$ cat config.mk
export PLATFORM = sky130hd
export DESIGN_NAME = uart_vote_rx
export DESIGN_NICKNAME = d
export VERILOG_FILES = /design/src/rtl/uart_vote_rx.sv
export SDC_FILE = /design/constraint.sdc
export NUM_CORES = 1
export LEC_CHECK = 0
export ABC_AREA = 1
export BUFFER_PORTS_ARGS = -buffer_cell sky130_fd_sc_hd__buf_2
export CAP_MARGIN = 20
export CORE_MARGIN = 5
export CORE_UTILIZATION = 46
export DETAILED_ROUTE_END_ITERATION = 7
export PLACE_DENSITY = 0.67
export SLEW_MARGIN = 20
export SYNTH_ARGS = -nofsm -noshare
export SYNTH_HDL_FRONTEND = slang
export SYNTH_SLANG_ARGS = --single-unit
$ cat constraint.sdc
create_clock -name clk -period 1.7 [get_ports clk]
set_input_delay 0.085 -clock clk [delete_from_list [all_inputs] [get_ports clk]]
set_output_delay 0.085 -clock clk [all_outputs]
set_load 0.02 [all_outputs]
$ cat src/rtl/uart_vote_rx.sv
module uart_vote_rx #(
  parameter int DATA_W = 8,
  parameter int OVS    = 16
) (
  input  logic              clk,
  input  logic              rst_n,
  input  logic              tick,
  input  logic              dbl,
  input  logic              par_en,
  input  logic              par_odd,
  input  logic              rxd,
  output logic [DATA_W-1:0] data_out,
  output logic              par_err,
  output logic              frm_err,
  output logic              valid
);
  localparam int CW = $clog2(OVS + 1);
  localparam int BW = $clog2(DATA_W + 3);

  typedef enum logic [1:0] {IDLE, BITS, HOLD} st_t;

  st_t              st;
  logic             s1, rx_s, rx_prev;
  logic [CW-1:0]    cnt;
  logic [BW-1:0]    idx;
  logic [DATA_W-1:0] shreg;
  logic             v0, v1, pbit;

  wire [CW-1:0] nsmp     = dbl ? CW'(OVS / 2) : CW'(OVS);
  wire [CW-1:0] vote_a   = nsmp >> 1;
  wire [CW-1:0] vote_b   = vote_a + CW'(1);
  wire [CW-1:0] vote_c   = vote_a + CW'(2);
  wire [CW-1:0] smp      = (cnt == nsmp) ? CW'(1) : cnt + CW'(1);
  wire          maj      = (v0 & v1) | (v0 & rx_s) | (v1 & rx_s);
  wire [BW-1:0] stop_idx = par_en ? BW'(DATA_W + 2) : BW'(DATA_W + 1);
  wire          pexp     = ^shreg ^ par_odd;

  always_ff @(posedge clk or negedge rst_n) begin
    if (!rst_n) begin
      st       <= IDLE;
      s1       <= 1'b1;
      rx_s     <= 1'b1;
      rx_prev  <= 1'b1;
      cnt      <= '0;
      idx      <= '0;
      shreg    <= '0;
      v0       <= 1'b1;
      v1       <= 1'b1;
      pbit     <= 1'b0;
      data_out <= '0;
      par_err  <= 1'b0;
      frm_err  <= 1'b0;
      valid    <= 1'b0;
    end else begin
      valid <= 1'b0;
      s1    <= rxd;
      rx_s  <= s1;
      if (tick) begin
        rx_prev <= rx_s;
        case (st)
          IDLE: if (rx_prev && !rx_s) begin
            st  <= BITS;
            cnt <= CW'(1);
            idx <= '0;
          end
          HOLD: st <= IDLE;
          default: begin
            cnt <= smp;
            if (smp == vote_a) v0 <= rx_s;
            if (smp == vote_b) v1 <= rx_s;
            if (smp == vote_c) begin
              idx <= idx + BW'(1);
              if (idx == '0) begin
                if (maj) st <= IDLE;
              end else if (idx <= BW'(DATA_W)) begin
                shreg <= {maj, shreg[DATA_W-1:1]};
              end else if (idx != stop_idx) begin
                pbit <= maj;
              end
              if (idx == stop_idx) begin
                valid    <= 1'b1;
                data_out <= shreg;
                frm_err  <= !maj;
                par_err  <= par_en && (pbit != pexp);
                st       <= dbl ? HOLD : IDLE;
              end
            end
          end
        endcase
      end
    end
  end

  assert_cnt_range_R1: assert property (@(posedge clk) disable iff (!rst_n)
    (st == BITS) |-> (cnt != '0 && cnt <= nsmp));

  assert_cnt_hold_R1: assert property (@(posedge clk) disable iff (!rst_n)
    !tick |=> $stable(cnt));

  assert_valid_pulse_R8: assert property (@(posedge clk) disable iff (!rst_n)
    valid |=> !valid);

  assert_valid_tick_R8: assert property (@(posedge clk) disable iff (!rst_n)
    valid |-> $past(tick));

  assert_hold_dbl_R10: assert property (@(posedge clk) disable iff (!rst_n)
    (st == HOLD) |-> dbl);

endmodule

==> flow_metrics.py, run 1 <==
metrics = {
    "cts": {
        "clkSinkCount": 36,
        "clockBufferDepth": 2,
        "clockRootBuffer": "clkbuf_8",
        "cts_tree": "built",
        "clkSlewWorstSetupHoldPaths_ns": 0.07,
        "clk_latency_ns": 0.28,
        "numCtsBuffers": 5,
        "htree_levels": 2,
    },
    "worst_setup_path": {
        "setup.worst_path.end_class": "flop",
        "worst-path-buf-inv": 4,
        "crit_path_start_kind": "flop",
        "critPathTopFamily": "simple AND/OR/NAND/NOR gates",
        "cp_cell_sequence": "inv_2 > ha_4 > inv_2 > nor2_4 > nand3_4 > buf_4 > nand3_2 > o21ai_4 > buf_6 > nand2_4 > nand2_8 > nand3_1 > nand2_2",
        "critPathArrivalTime_ns": 2.02,
        "max_stage_delay_ns": 0.45,
        "worst_path_most_repeated_cell": "inv_2",
        "rrSetupSlack_ns": -0.14,
        "critical_path.slowest_cell": "dfrtp_2",
        "crit_type": "flop to flop",
        "crit_required_ns": 1.87,
        "path_max_fanout": 7,
        "startpoint": "cnt[1]",
        "rr_startpoint": "cnt[1]",
    },
    "sta": {
        "tns_ns": -2.24,
        "rsz0062_at_grt": "true",
        "setup_violations": 25,
        "slew_viol_final": 0,
        "min_period_ns": 1.84,
        "fmax_mhz": 542,
        "finalClockSkew_ns": 0.00563,
        "final-hold-violation-count": 0,
        "setup_slack_ns": -0.144,
        "worst_pin_slew_ns": 0.453,
        "slew_headroom_pct": 69.8,
        "hold-worst-slack_ns": 0.0160,
        "period_share_pct": 108,
    },
    "drt": {
        "viasPerCell": 5.02,
        "route.detailed.drc": 0,
        "antenna_left": 0,
        "routed_wl_mm": 4.59,
        "firstDrtPassIters": 4,
        "drtIter0Drc": 96,
        "vias": 1762,
        "routedWlPerCell_um": 13.1,
    },
    "worst_hold_path": {
        "hold_path.class": "input pin to flop",
        "min_from": "tick",
    },
    "die": {
        "fp.dieW_um": 74.8,
        "die_y_um": 74.8,
        "pin_count": 18,
        "initial_utilization_pct": 48.0,
        "rows": 23,
        "core_area_um2": 4030,
        "dieArea_um2": 5600,
    },
    "synthesis": {
        "synth.net_count": 254,
        "synth-edff-count": 0,
        "yosys_warnings": 0,
        "ys_types": 28,
        "synthArstFlopShare_pct": 100,
        "synth_area_per_cell_um2": 8.02,
        "syn_area_um2": 1930,
        "synth_flop_cell": "dfrtp_1",
        "netlist.area_leader.share_pct": 40.1,
        "ys_ff_latch": 36,
        "ys_seq_area_share_pct": 46.9,
        "synthTopCellsByArea": "dfrtp_1 40%, nand2_1 19%, dfstp_2 6.8%",
        "syn-instance-count": 241,
        "yosysTopAreaCell": "dfrtp_1",
    },
    "power": {
        "power.leakage_nw": 1.43,
        "peakVddDrop_v": 0.000739,
        "p_per_area_nw_per_um2": 1490,
    },
    "placement": {
        "io_buffer_count": 17,
        "placed_area_um2": 2250,
        "hpwl_mm": 2.88,
        "routabilityCongestion": 0.854,
        "dp_slack_ns": -0.154,
    },
    "run_status": {
        "status": "finished with violations",
        "violations": "setup timing",
    },
    "grt": {
        "grt_antenna_before_repair": 0,
        "grt_pass1_vias": 1729,
        "grt_overflow_total": 0,
        "grt_pass1_wl_mm": 7.54,
        "grt_max_degree": 37,
        "track_usage_pct": 17.6,
    },
    "final_layout": {
        "antenna_cells": 0,
        "stdcell_area_um2": 2690,
        "final_util_pct": 66.8,
        "drive_gt1_share_pct": 36.9,
        "seq_area_um2": 911,
        "nets": 313,
        "num-fill-cells": 346,
        "area.growth.synth_to_final_pct": 39.2,
        "multi_input_area_um2": 1140,
    },
    "run": {
        "cap_violations": 0,
    },
}
==> flip-flops by register name, indices dropped and copies added, names as in the netlist <==
signal and count:
s1 1, shreg 8, cnt 5, rx_s 1, pbit 1, v1 1, data_out 8, idx 4
par_err 1, v0 1, valid 1, frm_err 1, st 2, rx_prev 1
==> per-layer routing <==
layer / routed length, µm / part of all wire (%) / track usage, % / up-vias
li1: - / - / - / 882
met1: 2070 / 45 / 23.1 / 830
met2: 2270 / 49 / 28.4 / 40
met3: 146 / 3.2 / 3.60 / 10
met4: 101 / 2.2 / 7.11 / 0
met5: 0 / 0 / 0 / -
==> path summary, 6_finish.rpt <==
| check | depth (start not counted) | to |
|---|---|---|
| min in group asynchronous | 3 | st[0] |
| max in group asynchronous | 3 | v1 |
| worst max register to register | 13 | idx[1] |
| worst min register to register | 0 | rx_s |
| worst min-delay path | 2 | rx_prev |
| worst max-delay path | 13 | idx[1] |
==> kinds of logic (layout without fill, tap and decap cells) <==
family	after synthesis	in the layout	share of synthesized area [%]
AOI/OAI and AO/OA	19	19	6.08
buffers and inverters	24	83	4.66
xor gates and xnor gates	9	9	4.08
and+or+nand+nor	147	148	34.4
adders and majority gates	6	6	3.88
DFF	36	36	46.9
==> report_power, final <==
part | leakage, nW | total (W) | internal (W) | switching, W
Combinational | 0.901 | 0.00194 | 0.000902 | 0.00103
Sequential | 0.469 | 0.00125 | 0.00103 | 0.000216
Clock | 0.0645 | 0.000820 | 0.000518 | 0.000303
==> final cells by class <==
class | instances | area share, %
Inverter | 24 | 3.35
Clock inverter | 1 | 1.12
Timing Repair Buffer | 51 | 13.4
Tap cell | 50 | 2.33
Multi-Input combinational cell | 182 | 42.4
Clock buffer | 7 | 3.58
Sequential cell | 36 | 33.9
==> synth_stat cells, types with 2 or more instances <==
cell type and number:
and2_1 2, xor2_1 4, o21ai_0 9, nand2_1 100, nand4_2 2, ha_1 6
nand4_1 4, nand2_2 3, a21oi_1 4, nand3b_1 2, dfrtp_1 31, nor2_1 13
nand3_1 15, xnor2_1 5, nor3_1 2, inv_1 22, dfstp_2 5, o22ai_1 2
==> metrics by stage <==
stage / std cells / power (W)
6_report: 351 / 0.00401
3_5_place_dp: 327 / 0.00257
5_1_grt: 351 / 0.00428
2_1_floorplan: 241 / 0.00209
3_3_place_gp: 327 / 0.00255
4_1_cts: 349 / 0.00378
==> repair_timing <==
| action | CTS | global route |
|---|---|---|
| setup endpoints to repair | 27 | 33 |
| hold endpoints to repair | 32 | 0 |
| hold buffers | 2 | 0 |
| gates cloned | 1 | 0 |
| buffers inserted | 11 | 2 |
| pin swaps | 14 | 20 |
| resized for setup | 24 | 27 |
==> cell usage in the layout (no fill, tap or decap), types with 2 or more instances in the layout <==
cell type and count:
nand2_2 15, clkbuf_8 7, nand3_1 13, xor2_1 4, buf_6 4, nand2_1 81
nand3_2 2, inv_1 19, inv_2 4, nor3_1 2, dfrtp_2 3, nand2_8 2
nor2_1 10, ha_1 4, nand2_4 5, buf_2 17, nand3b_1 2, ha_4 2
a21oi_1 2, o22ai_1 2, dfrtp_1 28, nand4_1 4, dlygate4sd3_1 2, nand3_4 2
buf_4 28, nor2_4 3, nor2_2 2, dfstp_2 5, xnor2_1 5, o21ai_0 8
No activity file was read; power rests on OpenSTA's default activity.
==> run 2, diff against run 1 <==
--- a/config.mk
+++ b/config.mk
@@ -9,9 +9,9 @@
 export BUFFER_PORTS_ARGS = -buffer_cell sky130_fd_sc_hd__buf_2
 export CAP_MARGIN = 20
 export CORE_MARGIN = 5
-export CORE_UTILIZATION = 46
+export CORE_UTILIZATION = 53
 export DETAILED_ROUTE_END_ITERATION = 7
-export PLACE_DENSITY = 0.67
+export PLACE_DENSITY = 0.75
 export SLEW_MARGIN = 20
 export SYNTH_ARGS = -nofsm -noshare
 export SYNTH_HDL_FRONTEND = slang
==> run 2 against run 1 <==
  * The flow still finishes with violations (setup timing)
  * Worst hold slack gained 0.11 ns
  * Global-route usage grew 1.6 points
  * Sequential share of layout area grew 2.3 points
  * Sequential power is essentially flat
  * Largest power group unchanged
==> flow_metrics.py, run 2 (synthesis results as in run 1) <==
metrics = {
    "final_layout": {
        "antenna_cells": 0,
        "drive_gt1_share_pct": 31.1,
        "area.growth.synth_to_final_pct": 30.3,
        "layout.cells.most_common_list": "88 x nand2_1, 28 x dfrtp_1, 19 x inv_1, 19 x buf_4, 17 x buf_2",
        "layout_commonest_cell": "nand2_1",
        "num-fill-cells": 283,
        "multi_input_area_um2": 1060,
        "largestRegisters": "data_out x8, shreg x8, cnt x5",
        "nets": 305,
        "seq_area_um2": 911,
    },
    "drt": {
        "routed_wl_mm": 4.48,
        "viasPerCell": 4.96,
        "antenna_left": 0,
        "vias": 1693,
        "firstDrtPassIters": 4,
        "route.detailed.drc": 0,
        "routedWlPerCell_um": 13.1,
        "drtIter0Drc": 98,
    },
    "die": {
        "pin_count": 18,
        "rows": 22,
        "core_area_um2": 3610,
        "fp.dieW_um": 70.4,
        "die_y_um": 70.4,
        "initial_utilization_pct": 53.6,
        "dieArea_um2": 4960,
    },
    "worst_setup_path": {
        "max_stage_delay_ns": 0.46,
        "r2r-end": "idx[0]",
        "crit_path_start_kind": "flop",
        "startpoint": "cnt[0]",
        "rrSetupSlack_ns": -0.13,
        "cp_num_cells": 12,
        "rr_startpoint": "cnt[0]",
        "crit_type": "flop to flop",
        "crit_end": "idx[0]",
        "r2r_cells": 12,
        "cp_cell_sequence": "ha_4 > inv_1 > nand2_1 > a21oi_2 > nand3_2 > o21ai_4 > buf_4 > nand2_2 > nand2_4 > nand2_4 > nand2_2 > nand2_1",
        "critPathArrivalTime_ns": 2.01,
        "crit_required_ns": 1.88,
        "setup.worst_path.end_class": "flop",
        "path_max_fanout": 7,
        "critPathTopFamily": "simple AND/OR/NAND/NOR gates",
        "critical_path.slowest_cell": "dfrtp_2",
        "worst-path-buf-inv": 2,
    },
    "sta": {
        "setup_violations": 26,
        "fmax_mhz": 547,
        "setup_slack_ns": -0.128,
        "slew_viol_final": 0,
        "slew_headroom_pct": 47.3,
        "tns_ns": -2.60,
        "finalClockSkew_ns": 0.00805,
        "final-hold-violation-count": 0,
        "worst_pin_slew_ns": 0.790,
        "rsz0062_at_grt": "true",
        "period_share_pct": 108,
        "min_period_ns": 1.83,
    },
    "cts": {
        "clkSinkCount": 36,
        "clk_latency_ns": 0.30,
        "htree_levels": 2,
        "clockRootBuffer": "clkbuf_8",
        "clkSlewWorstSetupHoldPaths_ns": 0.08,
        "clockBufferDepth": 2,
        "cts_tree": "built",
        "numCtsBuffers": 5,
    },
    "grt": {
        "grt_pass1_wl_mm": 7.50,
        "grt_max_degree": 37,
        "grt_pass1_vias": 1690,
        "grt_antenna_before_repair": 0,
        "track_usage_pct": 19.2,
        "grt_overflow_total": 0,
    },
    "run_status": {
        "violations": "setup timing",
        "status": "finished with violations",
    },
    "power": {
        "p_per_area_nw_per_um2": 1440,
        "power.leakage_nw": 1.35,
        "peakVddDrop_v": 0.000900,
    },
    "placement": {
        "dp_slack_ns": -0.164,
        "io_buffer_count": 17,
        "hpwl_mm": 2.97,
        "routabilityCongestion": 0.868,
    },
    "worst_hold_path": {
        "hold_path.class": "input pin to flop",
    },
    "run": {
        "cap_violations": 0,
    },
}
-- run 2: changes by cell type in the layout (fill, tap and decap cells not counted), sizes merged --
cell / change
bufinv: -1
buf: -9
clkinvlp: +1
dlygate4sd3: +1
-- run 2: worst min-delay path by stage --
stage / from / to / cells after the start
finish: par_en / par_err / 5
global route: par_en / par_err / 5
CTS: par_en / par_err / 5
detailed placement: rxd / s1 / 1
global placement: rxd / s1 / 1
floorplan: rst_n / cnt[0] / 0
-- run 2: stage by stage --
stage	cell area, µm²	hold slack, ns	instances	util [%]	total power [W]
after CTS	2440	0.127	337	67.7	0.00345
after floorplan	1960	-0.211	241	-	0.00209
after global placement	2220	0.190	322	61.7	0.00254
after detailed placement	2220	0.192	322	61.7	0.00257
final	2520	0.130	341	69.8	0.00363
after global routing	2520	0.165	341	69.8	0.00389
-- run 2: routing by layer --
layer / up-vias / global-route usage (%) / wire length [µm]
met5: - / 0 / 0
met4: 0 / 9.79 / 97
met3: 8 / 3.45 / 205
met2: 39 / 31.0 / 2250
met1: 781 / 24.4 / 1930
li1: 865 / - / -
-- run 2: worst min-delay path, stage by stage --
cell	delay, ns
buf_2	0.12
nand2_1	0.06
nor2_1	0.03
nand2_1	0.05
nand2_1	0.04
-- run 2: report_power, final --
part / leakage, nW / switching, W / internal [W] / total (W)
registers: 0.469 / 0.000201 / 0.00103 / 0.00124
clock network: 0.0445 / 0.000320 / 0.000329 / 0.000650
logic: 0.832 / 0.000941 / 0.000801 / 0.00174
-- run 2: final cells by class --
cell class | count | area share, %
Clock inverter | 1 | 0.298
Multi-Input combinational cell | 182 | 42.1
Clock buffer | 7 | 3.43
Tap cell | 48 | 2.38
Sequential cell | 36 | 36.2
Inverter | 24 | 3.58
Timing Repair Buffer | 43 | 12.0
-- run 2: what timing repair did --
action                     4_1_cts  5_1_grt
resized for setup               20       14
cloned                           0        1
hold endpoints to repair        33        0
buffers inserted                 4        3
pin swaps                       10       17
setup endpoints to repair       28       33
hold buffers                     3        0
